### config.mk
export PLATFORM = sky130hd
export DESIGN_NAME = irq_timer_unit
export DESIGN_NICKNAME = d
export VERILOG_FILES = /design/src/rtl/irq_unit_pkg.sv /design/src/rtl/irq_op_decode.sv /design/src/rtl/irq_countdown.sv /design/src/rtl/irq_entry_ctrl.sv /design/src/rtl/irq_timer_unit.sv
export SDC_FILE = /design/constraint.sdc
export NUM_CORES = 1
export LEC_CHECK = 0
export CORE_AREA = 2 2 110 112
export CTS_BUF_LIST = sky130_fd_sc_hd__clkbuf_16
export CTS_CLUSTER_SIZE = 40
export DETAILED_ROUTE_END_ITERATION = 8
export DIE_AREA = 0 0 112 114
export DONT_BUFFER_PORTS = 1
export GPL_ROUTABILITY_DRIVEN = 0
export PLACE_DENSITY = 0.82
export SLEW_MARGIN = 20
export SYNTH_ARGS = -nofsm -noshare
export SYNTH_HDL_FRONTEND = slang
export SYNTH_SLANG_ARGS = --single-unit
### constraint.sdc
create_clock -name clk -period 2.6 [get_ports clk]
set_input_delay 0.13 -clock clk [delete_from_list [all_inputs] [get_ports clk]]
set_output_delay 0.13 -clock clk [all_outputs]
set_load 0.01 [all_outputs]
### src/rtl/irq_unit_pkg.sv
`timescale 1ns/1ps
// Shared constants and types for the interrupt unit.
// Assumes the core presents the raw opcode and funct7 fields of each instruction.
package irq_unit_pkg;
    localparam logic [6:0] CUSTOM_OPC = 7'b0001011;
    localparam logic [6:0] FN_QREAD   = 7'b0000000;
    localparam logic [6:0] FN_QWRITE  = 7'b0000001;
    localparam logic [6:0] FN_RETURN  = 7'b0000010;
    localparam logic [6:0] FN_SETMASK = 7'b0000011;
    localparam logic [6:0] FN_TIMER   = 7'b0000101;

    typedef enum logic [2:0] {
        OPK_NONE, OPK_QREAD, OPK_QWRITE, OPK_RETURN, OPK_SETMASK, OPK_TIMER
    } opk_t;

    typedef enum logic [1:0] {
        ENT_IDLE      = 2'b00,
        ENT_SAVE_PC   = 2'b01,
        ENT_SAVE_BITS = 2'b10
    } ent_t;
endpackage

### src/rtl/irq_op_decode.sv
`timescale 1ns/1ps
// Decodes the custom instruction group and remaps register indices.
// Purely combinational. Assumes IDX_W = ARCH_W + 1 when save registers exist,
// so QBASE is the top index bit.
module irq_op_decode
    import irq_unit_pkg::*;
#(
    parameter bit               USE_QREGS = 1'b1,
    parameter bit               USE_TIMER = 1'b1,
    parameter int               ARCH_W    = 5,
    parameter int               IDX_W     = 6,
    parameter logic [IDX_W-1:0] QBASE     = '0
) (
    input  logic              op_valid,
    input  logic [6:0]        opcode,
    input  logic [6:0]        funct7,
    input  logic [ARCH_W-1:0] rs1_idx,
    input  logic [ARCH_W-1:0] rd_idx,
    output opk_t              kind,
    output logic [IDX_W-1:0]  rs1_map,
    output logic [IDX_W-1:0]  rd_map
);
    localparam logic [IDX_W-1:0] RET_GPR = IDX_W'(3);

    // Classify the instruction, honouring the build options.
    always_comb begin
        kind = OPK_NONE;
        if (op_valid && opcode == CUSTOM_OPC) begin
            case (funct7)
                FN_QREAD:   if (USE_QREGS) kind = OPK_QREAD;
                FN_QWRITE:  if (USE_QREGS) kind = OPK_QWRITE;
                FN_RETURN:  kind = OPK_RETURN;
                FN_SETMASK: kind = OPK_SETMASK;
                FN_TIMER:   if (USE_TIMER) kind = OPK_TIMER;
                default:    kind = OPK_NONE;
            endcase
        end
    end

    // Redirect indices into the save-register bank where the operation needs it.
    always_comb begin
        rs1_map = IDX_W'(rs1_idx);
        rd_map  = IDX_W'(rd_idx);
        case (kind)
            OPK_QREAD:  rs1_map = IDX_W'(rs1_idx) | QBASE;
            OPK_QWRITE: rd_map  = IDX_W'(rd_idx) | QBASE;
            OPK_RETURN: rs1_map = USE_QREGS ? QBASE : RET_GPR;
            default:    ;
        endcase
    end
endmodule

### src/rtl/irq_countdown.sv
`timescale 1ns/1ps
// Loadable countdown timer that flags the step from 1 to 0.
// When ENABLE is 0 the timer is absent: it reads 0 and never expires.
module irq_countdown #(
    parameter int W      = 32,
    parameter bit ENABLE = 1'b1
) (
    input  logic         clk,
    input  logic         rst_n,
    input  logic         load,
    input  logic [W-1:0] load_val,
    output logic [W-1:0] count,
    output logic         expire
);
    generate
        if (ENABLE) begin : g_timer
            // Expiry is the edge at which the count leaves 1, reload or not.
            assign expire = (count == W'(1));

            // Reload has priority over the decrement.
            always_ff @(posedge clk) begin
                if (!rst_n)              count <= '0;
                else if (load)           count <= load_val;
                else if (count != '0)    count <= count - W'(1);
            end

            AST_COUNT_STEP: assert property (@(posedge clk) disable iff (!rst_n)
                (!load && count != '0) |=> (count == $past(count) - W'(1)))
                else $error("timer did not step down");
            AST_LOAD_TAKES: assert property (@(posedge clk) disable iff (!rst_n)
                load |=> (count == $past(load_val)))
                else $error("timer load lost");
        end else begin : g_no_timer
            assign count  = '0;
            assign expire = 1'b0;
        end
    endgenerate
endmodule

### src/rtl/irq_entry_ctrl.sv
`timescale 1ns/1ps
// Pending register, mask, handler-active flag and three-step entry sequencer.
// Assumes at most one entry in flight; the core sequences its saves from save_idx.
module irq_entry_ctrl
    import irq_unit_pkg::*;
#(
    parameter int               N          = 32,
    parameter int               IDX_W      = 6,
    parameter bit               USE_QREGS  = 1'b1,
    parameter logic [IDX_W-1:0] QBASE      = '0,
    parameter logic [N-1:0]     MASK_FIXED = '0,
    parameter int               TIMER_BIT  = 0
) (
    input  logic             clk,
    input  logic             rst_n,
    input  logic [N-1:0]     irq_lines,
    input  logic             timer_expire,
    input  logic             mask_wr,
    input  logic [N-1:0]     mask_val,
    input  logic             ret_done,
    output logic             irq_take,
    output logic             save_valid,
    output logic [IDX_W-1:0] save_idx,
    output logic [N-1:0]     irq_bits
);
    logic [N-1:0] pending, mask, issued, issue_now, timer_vec;
    logic         active, start;
    ent_t         state;

    // Entry qualification and the timer's pending contribution.
    always_comb begin
        issue_now = pending & ~mask;
        start     = (state == ENT_IDLE) && !active && (|issue_now);
        timer_vec = '0;
        timer_vec[TIMER_BIT] = timer_expire;
    end

    // Sticky pending bits: cleared when taken, new arrivals always kept.
    always_ff @(posedge clk) begin
        if (!rst_n) pending <= '0;
        else        pending <= (pending & ~(start ? issue_now : '0)) | irq_lines | timer_vec;
    end

    // Mask register; reset masks everything.
    always_ff @(posedge clk) begin
        if (!rst_n)       mask <= '1;
        else if (mask_wr) mask <= mask_val | MASK_FIXED;
    end

    // Entry sequencer 00 -> 01 -> 10 -> 00, latching the bits it serves.
    always_ff @(posedge clk) begin
        if (!rst_n) begin
            state  <= ENT_IDLE;
            issued <= '0;
        end else begin
            case (state)
                ENT_IDLE: if (start) begin
                    state  <= ENT_SAVE_PC;
                    issued <= issue_now;
                end
                ENT_SAVE_PC:   state <= ENT_SAVE_BITS;
                ENT_SAVE_BITS: state <= ENT_IDLE;
                default:       state <= ENT_IDLE;
            endcase
        end
    end

    // Handler-active flag, set on entry, cleared by a return.
    always_ff @(posedge clk) begin
        if (!rst_n)        active <= 1'b0;
        else if (start)    active <= 1'b1;
        else if (ret_done) active <= 1'b0;
    end

    // Save destinations for each entry step.
    always_comb begin
        irq_take   = (state == ENT_SAVE_PC);
        save_valid = (state != ENT_IDLE);
        irq_bits   = issued;
        case (state)
            ENT_SAVE_PC:   save_idx = USE_QREGS ? QBASE : IDX_W'(3);
            ENT_SAVE_BITS: save_idx = USE_QREGS ? (QBASE | IDX_W'(1)) : IDX_W'(4);
            default:       save_idx = '0;
        endcase
    end

    AST_TIMER_PENDS: assert property (@(posedge clk) disable iff (!rst_n)
        timer_expire |=> pending[TIMER_BIT])
        else $error("timer expiry not pended");
    AST_ENTRY_STEP1: assert property (@(posedge clk) disable iff (!rst_n)
        (state == ENT_SAVE_PC) |=> (state == ENT_SAVE_BITS))
        else $error("entry step 1 broken");
    AST_ENTRY_STEP2: assert property (@(posedge clk) disable iff (!rst_n)
        (state == ENT_SAVE_BITS) |=> (state == ENT_IDLE))
        else $error("entry step 2 broken");
    AST_NO_REENTRY: assert property (@(posedge clk) disable iff (!rst_n)
        (state == ENT_IDLE && active) |=> (state == ENT_IDLE))
        else $error("nested entry");
    AST_TAKE_NONZERO: assert property (@(posedge clk) disable iff (!rst_n)
        irq_take |-> (irq_bits != '0))
        else $error("empty entry");
endmodule

### src/rtl/irq_timer_unit.sv
`timescale 1ns/1ps
// Top of the interrupt unit: decoder, countdown timer and entry controller.
// Assumes op_valid is high for exactly one cycle per decoded instruction and
// that the core writes res_data to rd_map_idx when res_valid is high.
module irq_timer_unit
    import irq_unit_pkg::*;
#(
    parameter int               XLEN       = 32,
    parameter bit               FULL_REGS  = 1'b1,
    parameter bit               USE_QREGS  = 1'b1,
    parameter bit               USE_TIMER  = 1'b1,
    parameter logic [XLEN-1:0]  MASK_FIXED = '0,
    parameter int               TIMER_BIT  = 0,
    localparam int              ARCH_W     = FULL_REGS ? 5 : 4,
    localparam int              IDX_W      = ARCH_W + int'(USE_QREGS)
) (
    input  logic              clk,
    input  logic              rst_n,
    input  logic              op_valid,
    input  logic [6:0]        op_opcode,
    input  logic [6:0]        op_funct7,
    input  logic [ARCH_W-1:0] op_rs1_idx,
    input  logic [ARCH_W-1:0] op_rd_idx,
    input  logic [XLEN-1:0]   op_rs1_val,
    input  logic [XLEN-1:0]   irq_lines,
    output logic [IDX_W-1:0]  rs1_map_idx,
    output logic [IDX_W-1:0]  rd_map_idx,
    output logic              res_valid,
    output logic [XLEN-1:0]   res_data,
    output logic              irq_take,
    output logic              save_valid,
    output logic [IDX_W-1:0]  save_idx,
    output logic [XLEN-1:0]   irq_bits
);
    localparam logic [IDX_W-1:0] QBASE = IDX_W'(USE_QREGS ? (1 << ARCH_W) : 0);

    opk_t            kind;
    logic [XLEN-1:0] rs1_eff, timer_count;
    logic            timer_expire;

    // x0 as source reads as zero.
    assign rs1_eff = (op_rs1_idx != '0) ? op_rs1_val : '0;

    irq_op_decode #(
        .USE_QREGS(USE_QREGS), .USE_TIMER(USE_TIMER),
        .ARCH_W(ARCH_W), .IDX_W(IDX_W), .QBASE(QBASE)
    ) u_dec (
        .op_valid(op_valid), .opcode(op_opcode), .funct7(op_funct7),
        .rs1_idx(op_rs1_idx), .rd_idx(op_rd_idx),
        .kind(kind), .rs1_map(rs1_map_idx), .rd_map(rd_map_idx)
    );

    irq_countdown #(.W(XLEN), .ENABLE(USE_TIMER)) u_timer (
        .clk(clk), .rst_n(rst_n), .load(kind == OPK_TIMER), .load_val(rs1_eff),
        .count(timer_count), .expire(timer_expire)
    );

    irq_entry_ctrl #(
        .N(XLEN), .IDX_W(IDX_W), .USE_QREGS(USE_QREGS), .QBASE(QBASE),
        .MASK_FIXED(MASK_FIXED), .TIMER_BIT(TIMER_BIT)
    ) u_entry (
        .clk(clk), .rst_n(rst_n), .irq_lines(irq_lines), .timer_expire(timer_expire),
        .mask_wr(kind == OPK_SETMASK), .mask_val(rs1_eff), .ret_done(kind == OPK_RETURN),
        .irq_take(irq_take), .save_valid(save_valid), .save_idx(save_idx), .irq_bits(irq_bits)
    );

    // Register the old timer value as the timer operation's result.
    always_ff @(posedge clk) begin
        if (!rst_n) begin
            res_valid <= 1'b0;
            res_data  <= '0;
        end else begin
            res_valid <= (kind == OPK_TIMER);
            if (kind == OPK_TIMER) res_data <= timer_count;
        end
    end

    AST_RES_ONLY_TIMER: assert property (@(posedge clk) disable iff (!rst_n)
        (op_valid && op_opcode != CUSTOM_OPC) |=> !res_valid)
        else $error("result from foreign opcode");
endmodule

==> results of run 1 <==
## cell families (layout without fill, tap and decap cells)
group / count (synthesis) / in the layout
and+or+nand+nor: 373 / 373
AOI/OAI and AO/OA: 167 / 167
DFF: 164 / 164
buffers and inverters: 72 / 135
muxes: 32 / 32
xor gates and xnor gates: 27 / 27
adders and majority gates: 7 / 7
other: 1 / 4
## cell usage after synthesis, drive strengths merged
library cell	count
o21ai	31
nand4	12
o211ai	32
nand4b	3
nor3b	3
buf	19
ha	7
o31ai	3
nor2b	32
nand4bb	1
o22ai	27
a211o	1
nand2b	2
inv	9
nand3b	2
or4	6
or3	10
dfxtp	164
o2111ai	2
xnor2	20
nor4	23
conb	1
clkbuf	44
o221ai	1
and2	10
o211a	1
xor2	7
or2	3
o21a	1
o41ai	1
or4b	2
nor2	38
a21boi	33
a21oi	34
mux2i	32
nor3	14
nand3	13
nand2	199
## per-stage QoR
step | power, W | util
2_1_floorplan | 0.004545 | -
4_1_cts | 0.007323 | 0.7280
3_5_place_dp | 0.004856 | 0.6062
5_1_grt | 0.007687 | 0.7280
6_report | 0.007380 | 0.7280
3_3_place_gp | 0.004764 | 0.6062
## how the worst min path moves through the flow
| stage | to | depth (start not counted) |
|---|---|---|
| final | u_entry.state[1] | 3 |
| after global routing | u_entry.state[1] | 3 |
| after CTS | u_entry.state[1] | 3 |
| after detailed placement | u_entry.mask[6] | 1 |
| after global placement | u_entry.mask[31] | 1 |
| after floorplan | u_timer.count[1] | 2 |
## flip-flops by register name, indices dropped and copies added (netlist names)
signal and count:
u_entry.irq_bits 32, res_data 32, u_timer.count 32, u_entry.state 2, u_entry.active 1, u_entry.pending 32, u_entry.mask 32, res_valid 1
## routing by layer
metal / vias up / global-route usage / wire length [um]
met5: - / 0 / 0
met2: 327 / 0.5111 / 9390
li1: 3022 / - / -
met1: 2998 / 0.3722 / 8023
met4: 0 / 0.1805 / 1045
met3: 83 / 0.08395 / 1667
## layout make-up
| type | count | area share |
|---|---|---|
| Multi-Input combinational cell | 610 | 0.4136 |
| Sequential cell | 164 | 0.3851 |
| Clock buffer | 17 | 0.04990 |
| Timing Repair Buffer | 94 | 0.1115 |
| Inverter | 9 | 0.003962 |
| Tap cell | 147 | 0.02157 |
| Clock inverter | 15 | 0.01438 |
## what timing repair did
item / in CTS / in global routing
hold buffers: 86 / 0
resized for setup: 0 / 0
hold endpoints to repair: 163 / 0
## power by group
| part | leakage (nW) | total, W | switching (W) | internal [W] |
|---|---|---|---|---|
| combinational | 1.56 | 0.00198 | 0.00109 | 0.000883 |
| sequential | 1.34 | 0.00304 | 0.000297 | 0.00275 |
| clock | 0.279 | 0.00236 | 0.000978 | 0.00138 |
## worst reg2reg max path, cell delays in order, from the launching register on
cell	delay (ns)
dfxtp_1	0.37
nor4_1	0.62
nand4_1	0.34
or4_1	0.55
a21oi_1	0.15
o22ai_1	0.09
==> summary.txt, run 1 <==
Run status
  – Run status: finished, final reports clean

Synthesis
  – Number of distinct library cells after synthesis: 47
  – Compound-Gate Fraction of Synth Area: 0.1498
  – Top cells by area in the synthesized netlist: dfxtp_1, nand2_1, mux2i_1
  – Area share of the largest cell type after synthesis: 0.4615
  – Share of synthesized area occupied by flip-flops and latches: 0.4615
  – Number of warning messages in the yosys log: 0
  – Post-synthesis adder-cell area fraction: 0.01231
  – Post-synthesis cell count: between 800 and 900
  – Post-Synthesis Mean Instance Area: approximately 8.4 um^2
  – Simple-gate area share of the yosys netlist: 0.2518
  – Main combinational cell family by area after synthesis: simple AND/OR/NAND/NOR gates
  – Total of flip-flops plus latches after synthesis: between 150 and 200
  – Xor/xnor cell area share of the yosys netlist: 0.03324
  – Post-Syn Area: 0.007114 mm^2
  – Proportion of synthesized area in mux cells: 0.04502
  – Library cell occupying the most area in the post-synthesis netlist: dfxtp_1

Placement
  – Total half-perimeter wirelength after legalization and detailed placement: approximately 13 mm
  – Placed insts: between 900 and 1,000
  – Worst setup timing slack at the placement stage: 0.3695 ns
  – Placed standard-cell area: around 0.0071 mm^2
  – Number of buffer cells added on primary ports: 0

Timing
  – Max Clock Freq: approximately 0.44 GHz
  – Clock skew: between 0.004 and 0.005 ns
  – Final Hold Slack: about 0.011 ns
  – Aggregate negative setup slack: 0 ns
  – Number of max-slew violations in the final report: 0
  – Unrepaired setup endpoints after global routing: false
  – Final cycle utilization of the critical path: 0.8658
  – Final setup viols: 0
  – Min Clock Period, post-route: about 2.3 ns
  – Transition time at the pin with the least slew margin: between 0.9 and 1 ns
  – Fin worst setup slack: ~0.35 ns
  – Worst max-slew margin expressed relative to the limit: 0.3569
  – Number of hold-slack violations in the final timing report: 0

Route
  – Via count normalized by instance count: between 6 and 7
  – Detailed-router iteration count before antenna repair: 6
  – Count of antenna-violating nets left after detailed routing: 0
  – Total Routed Length: between 20 and 25 mm
  – 1st-iter DRT viols: ~800
  – Number of vias in the routed layout: ~6,400
  – Routed length per placed instance: 19.06 um
  – Number of remaining DRC errors: 0

Worst setup path
  – Endpoint required time on the critical path: around 2.9 ns
  – Total number of cells along the worst setup path: 5
  – Source of the critical timing path: u_timer.count[13]
  – Destination of the critical timing path: u_timer.count[23]
  – Terminus of the critical flop-to-flop path: u_timer.count[23]
  – Signal arrival time at the worst endpoint: 2.53 ns
  – Slowest cell on the critical path: nor4_1
  – Top delay family on crit path: simple AND/OR/NAND/NOR gates
  – Highest cell delay on the worst timing path: 0.62 ns
  – Startpoint types: register
  – Type of the setup path with the least slack: reg -> reg
  – Ordered list of cells on the worst path: nor4_1 -> nand4_1 -> or4_1 -> a21oi_1 -> o22ai_1
  – Maximum fanout along the worst path: 5
  – Number of buffers and inverters on the critical path: 0
  – Reg2reg start: u_timer.count[13]
  – Endpoint kind of the worst setup timing path: register
  – Reg2Reg Setup Slack: between 0.3 and 0.4 ns
  – Depth of the worst register-to-register path: 5

Cells and area
  – # nets final: a little under 1,000
  – Fraction of final layout cells sized beyond drive strength 1: 0.05281
  – Cell Count, Final, Fillers Out: 1,056
  – Diodes inserted: 0
  – Commonest cells after routing, fill and taps aside: nand2_1, dfxtp_1, dlygate4sd3_1
  – Finished Cell Area: between 0.008 and 0.009 mm^2
  – Area of all sequential standard cells: 0.003283 mm^2
  – Multi-input gate area in the final layout: 0.003526 mm^2
  – Syn-to-layout area delta: 19.84%
  – Commonest non-fill, non-tap cell in the layout: nand2_1
  – Number of inserted filler cells in the final layout: around 840

Die
  – Die Footprint: 0.01277 mm^2
  – Initial Utilization: 0.6075
  – Row Count: 40
  – Horizontal die dimension: 112 um
  – Core Area: 0.01171 mm^2
  – Number of top-level design ports: ~180
  – Chip Height: 114 um

Power
  – Worst supply voltage drop on vdd: 0.0006445 V
  – Power density over cell area: approximately 870 mW/mm^2
  – Pleak: between 3 and 4 nW

Clocking
  – Clock tree from TritonCTS: yes
  – Clock buffer depth: 2
  – Number of buffers added by the clock tree synthesis step: 17
  – Clock Sink Count: around 160
  – Worst-path clk slew: ~0.060 ns
  – Number of buffers added for setup after CTS: 0
  – Htree depth: 4
  – Clock tree root buffer cell: clkbuf_16
  – Clock latency reported for the late side of the worst-skew pair: 0.43 ns

Global route
  – Maximum number of pins on one net before global-route repair: roughly 160
  – Number of antenna violations at the first check in global routing: 0
  – First-pass GRT wire length: roughly 32 mm
  – Number of global-route vias before repair: roughly 6,300
  – Remaining Overflow, GRT: 0
  – All-Layer GR Usage: 0.3121

Run
  – # Max-Cap Violations: 0

Min path
  – Path class of the lowest-slack min-delay path: in -> reg
  – Worst min-delay path startpoint: rst_n
(Power assumes the default switching activity.)
==> run 2, diff against run 1 <==
--- a/config.mk
+++ b/config.mk
@@ -5,15 +5,16 @@
 export SDC_FILE = /design/constraint.sdc
 export NUM_CORES = 1
 export LEC_CHECK = 0
-export CORE_AREA = 2 2 110 112
+export CORE_AREA = 2 2 113 115
 export CTS_BUF_LIST = sky130_fd_sc_hd__clkbuf_16
 export CTS_CLUSTER_SIZE = 40
 export DETAILED_ROUTE_END_ITERATION = 8
-export DIE_AREA = 0 0 112 114
+export DIE_AREA = 0 0 115 117
 export DONT_BUFFER_PORTS = 1
 export GPL_ROUTABILITY_DRIVEN = 0
-export PLACE_DENSITY = 0.82
-export SLEW_MARGIN = 20
+export PLACE_DENSITY = 0.84
+export SLEW_MARGIN = 5
 export SYNTH_ARGS = -nofsm -noshare
 export SYNTH_HDL_FRONTEND = slang
+export SYNTH_HIERARCHICAL = 1
 export SYNTH_SLANG_ARGS = --single-unit
==> constraint.sdc (replaced) <==
create_clock -name clk -period 2.6 [get_ports clk]
set_input_delay 0.39 -clock clk [delete_from_list [all_inputs] [get_ports clk]]
set_output_delay 0.39 -clock clk [all_outputs]
set_load 0.01 [all_outputs]
==> summary.txt, run 2 <==
Run status
  – Run status: finished, final reports clean

Timing
  – Min Clock Period, post-route: 2.381 ns (+0.1295 ns)
  – Transition time at the pin with the least slew margin: 0.7020 ns (-0.2602 ns)
  – Unrepaired setup endpoints after global routing: false
  – Number of hold-slack violations in the final timing report: 0 (unchanged)
  – Worst max-slew margin expressed relative to the limit: 0.5315 (+0.1745)
  – Final cycle utilization of the critical path: 0.9156 (+0.04980)
  – Final setup viols: 0 (unchanged)
  – Aggregate negative setup slack: 0 ns (unchanged)
  – Number of max-slew violations in the final report: 0 (unchanged)
  – Final Hold Slack: 0.1329 ns (+0.1222 ns)
  – Clock skew: 0.01105 ns (+0.007046 ns)
  – Max Clock Freq: 0.4201 GHz (-5.4%)

Synthesis
  – Area share of the largest cell type after synthesis: 0.4252 (-0.03627)
  – Top post-synthesis cells by count: nand2_1, dfxtp_1, mux2i_1
  – Number of distinct library cells after synthesis: 63 (+34%)
  – Total of flip-flops plus latches after synthesis: 164 (unchanged)
  – Dominant register cell in the synthesized netlist: dfxtp_1
  – Share of synthesized area occupied by flip-flops and latches: 0.4252 (-0.03627)
  – Post-synthesis async set-or-reset flop share: 0 (unchanged)
  – Library cell occupying the most area in the post-synthesis netlist: dfxtp_1
  – Number of warning messages in the yosys log: 6 (+6)
  – Post-synthesis cell count: 881 (+4.5%)
  – Most numerous cell in the Yosys netlist: nand2_1
  – Post-Synthesis Mean Instance Area: 8.764 um^2 (+3.8%)
  – Post-Syn Area: 0.007721 mm^2 (+8.5%)
  – Top cells by area in the synthesized netlist: dfxtp_1, mux2i_1, nand2_1
  – Post-synth EDFFs: 0 (unchanged)

Route
  – Number of vias in the routed layout: 5,856 (-8.9%)
  – Via count normalized by instance count: 5.724 (-6.0%)
  – DR WL met3: 1.519 mm (-8.9%)
  – Number of remaining DRC errors: 0 (unchanged)
  – Metal-1 WL: 8.142 mm (+1.5%)
  – Routed length per placed instance: 17.44 um (-8.5%)
  – Routed met2 length: 7.777 mm (-17%)
  – Count of antenna-violating nets left after detailed routing: 0 (unchanged)
  – 1st-iter DRT viols: 428 (-47%)
  – Total Routed Length: 17.84 mm (-11%)
  – Top sig layer: met4
  – Detailed-router iteration count before antenna repair: 5 (-1)

Worst setup path
  – Maximum fanout along the worst path: 6 (+1)
  – Type of the setup path with the least slack: reg -> reg
  – Terminus of the critical flop-to-flop path: u_entry/pending[0]
  – Signal arrival time at the worst endpoint: 2.73 ns (+0.20 ns)
  – Endpoint kind of the worst setup timing path: register
  – Endpoint required time on the critical path: 2.95 ns (+0.07 ns)
  – Total number of cells along the worst setup path: 5 (unchanged)
  – Slowest cell on the critical path: or4_4
  – Reg2Reg Setup Slack: 0.22 ns (-0.13 ns)
  – Depth of the worst register-to-register path: 5 (unchanged)
  – Highest cell delay on the worst timing path: 0.66 ns (+0.04 ns)
  – Reg2reg start: u_timer/count[22]
  – Ordered list of cells on the worst path: or4_1 -> or4_4 -> nor3_1 -> o31ai_1 -> a21oi_1
  – Startpoint types: register
  – Top delay family on crit path: simple AND/OR/NAND/NOR gates
  – Number of buffers and inverters on the critical path: 0 (unchanged)

Clocking
  – Hold buffer count at CTS: 0 (-100%)
  – Clock buffer depth: 2 (unchanged)
  – Worst-path clk slew: 0.06 ns (about the same)
  – Number of buffers added for setup after CTS: 0 (unchanged)
  – Clock tree from TritonCTS: yes
  – Clock tree root buffer cell: clkbuf_16
  – Number of buffers added by the clock tree synthesis step: 17 (unchanged)
  – Clock Sink Count: 164 (unchanged)
  – Clock latency reported for the late side of the worst-skew pair: 0.43 ns (about the same)
  – Htree depth: 4 (unchanged)
  – Count of instances resized after the clock tree is built: 0 (unchanged)

Die
  – Chip Height: 117 um (+2.6%)
  – Core Area: 0.01231 mm^2 (+5.1%)
  – Horizontal die dimension: 115 um (+2.7%)
  – Row Count: 41 (+2.5%)
  – Initial Utilization: 0.6271 (+0.01966)
  – Number of top-level design ports: 176 (unchanged)
  – Die Footprint: 0.01346 mm^2 (+5.4%)

Placement
  – Total half-perimeter wirelength after legalization and detailed placement: 12.56 mm (about the same)
  – Number of buffer cells added on primary ports: 0 (unchanged)

Cells and area
  – # nets final: 951 (-4.3%)
  – Commonest non-fill, non-tap cell in the layout: nand2_1
  – Fraction of final layout cells sized beyond drive strength 1: 0.07266 (+0.01986)
  – Commonest cells after routing, fill and taps aside: nand2_1, dfxtp_1, mux2i_1
  – Share of the core filled with cells in the final layout: 0.6695 (-0.05848)
  – Syn-to-layout area delta: 6.757%

Global route
  – Number of global-route vias before repair: 5,531 (-13%)
  – First-pass GRT wire length: 28.06 mm (-12%)
  – Remaining Overflow, GRT: 0 (unchanged)
  – Number of antenna violations at the first check in global routing: 5 (+5)
  – All-Layer GR Usage: 0.2682 (-0.04381)
  – Maximum number of pins on one net before global-route repair: 219 (+39%)

Power
  – Pleak: 2.765 nW (-13%)
  – Worst supply voltage drop on vdd: 0.0006050 V (-6.1%)
  – Power density over cell area: 959.3 mW/mm^2 (+11%)

Min path
  – Hold Path Depth: 2 (-1)
  – Endpoint with the worst hold slack: res_data[14]
  – Path class of the lowest-slack min-delay path: in -> reg
  – Worst min-delay path startpoint: rst_n

Run
  – # Max-Cap Violations: 0 (unchanged)
run 2: changes by cell type after synthesis, sizes merged, moves of 12 or more:
cell | previous run | this run
a211oi | 0 | 16
a21oi | 34 | 47
buf | 19 | 36
clkbuf | 44 | 28
mux2i | 32 | 97
nand2 | 199 | 171
nor2 | 38 | 64
o211ai | 32 | 0
o21ai | 31 | 43
o22ai | 27 | 1
run 2: area by class of cell:
| class | count | area [um^2] |
|---|---|---|
| antenna | 6 | 15.01 |
| clock buffer | 17 | 425.4 |
| clock inverter | 15 | 100.1 |
| fill | 1001 | 4069 |
| inverter | 9 | 33.78 |
| multi-input combinational | 647 | 4035 |
| sequential | 164 | 3283 |
| tap | 150 | 187.7 |
| timing repair buffer | 15 | 162.7 |
run 2: cells by family after synthesis:
kind of cell,Yosys count,synth area share
AND/OR/NAND/NOR,358,0.2282
flip-flops,164,0.4252
AO/OA/AOI/OAI,157,0.1279
multiplexers,97,0.1257
buffers and inverters,73,0.05445
XOR/XNOR,25,0.02836
adder cells (fa/ha/maj),6,0.009723
other,1,0.0004857
run 2: routing by layer:
layer | track usage | vias to the layer above
li1 | - | 2980
met1 | 0.3545 | 2642
met2 | 0.3902 | 207
met3 | 0.09990 | 27
met4 | 0.1261 | 0
met5 | 0 | -
run 2: worst max-delay path by stage:
stage,startpoint,end
floorplan,op_opcode[5],u_timer/count[13]
global placement,u_timer/count[22],u_entry/pending[0]
detailed placement,op_opcode[5],u_timer/count[23]
CTS,u_timer/count[22],u_entry/pending[0]
global route,u_timer/count[0],u_timer/count[13]
finish,u_timer/count[22],u_entry/pending[0]
run 2: per-stage QoR:
stage               total power, W  setup slack (ns)  area, um^2  instances
finish                    0.007908            0.2194        8243       1023
global route              0.008312            0.1094        8238       1021
CTS                       0.007868            0.2823        8228       1017
detailed placement        0.005589            0.2614        7702        985
global placement          0.005566            0.3430        7702        985
floorplan                 0.005147            0.1079        7732        884
run 2: worst reg2reg max path: stages, from the launching register on:
cell and delay [ns]:
dfxtp_1 0.34, or4_1 0.61, or4_4 0.66, nor3_1 0.44
o31ai_1 0.13, a21oi_1 0.12
run 2: power breakdown:
part           total, W  switching (W)  internal, W
logic           0.00256        0.00143      0.00113
registers       0.00309       0.000318      0.00277
clock network   0.00226       0.000974      0.00128
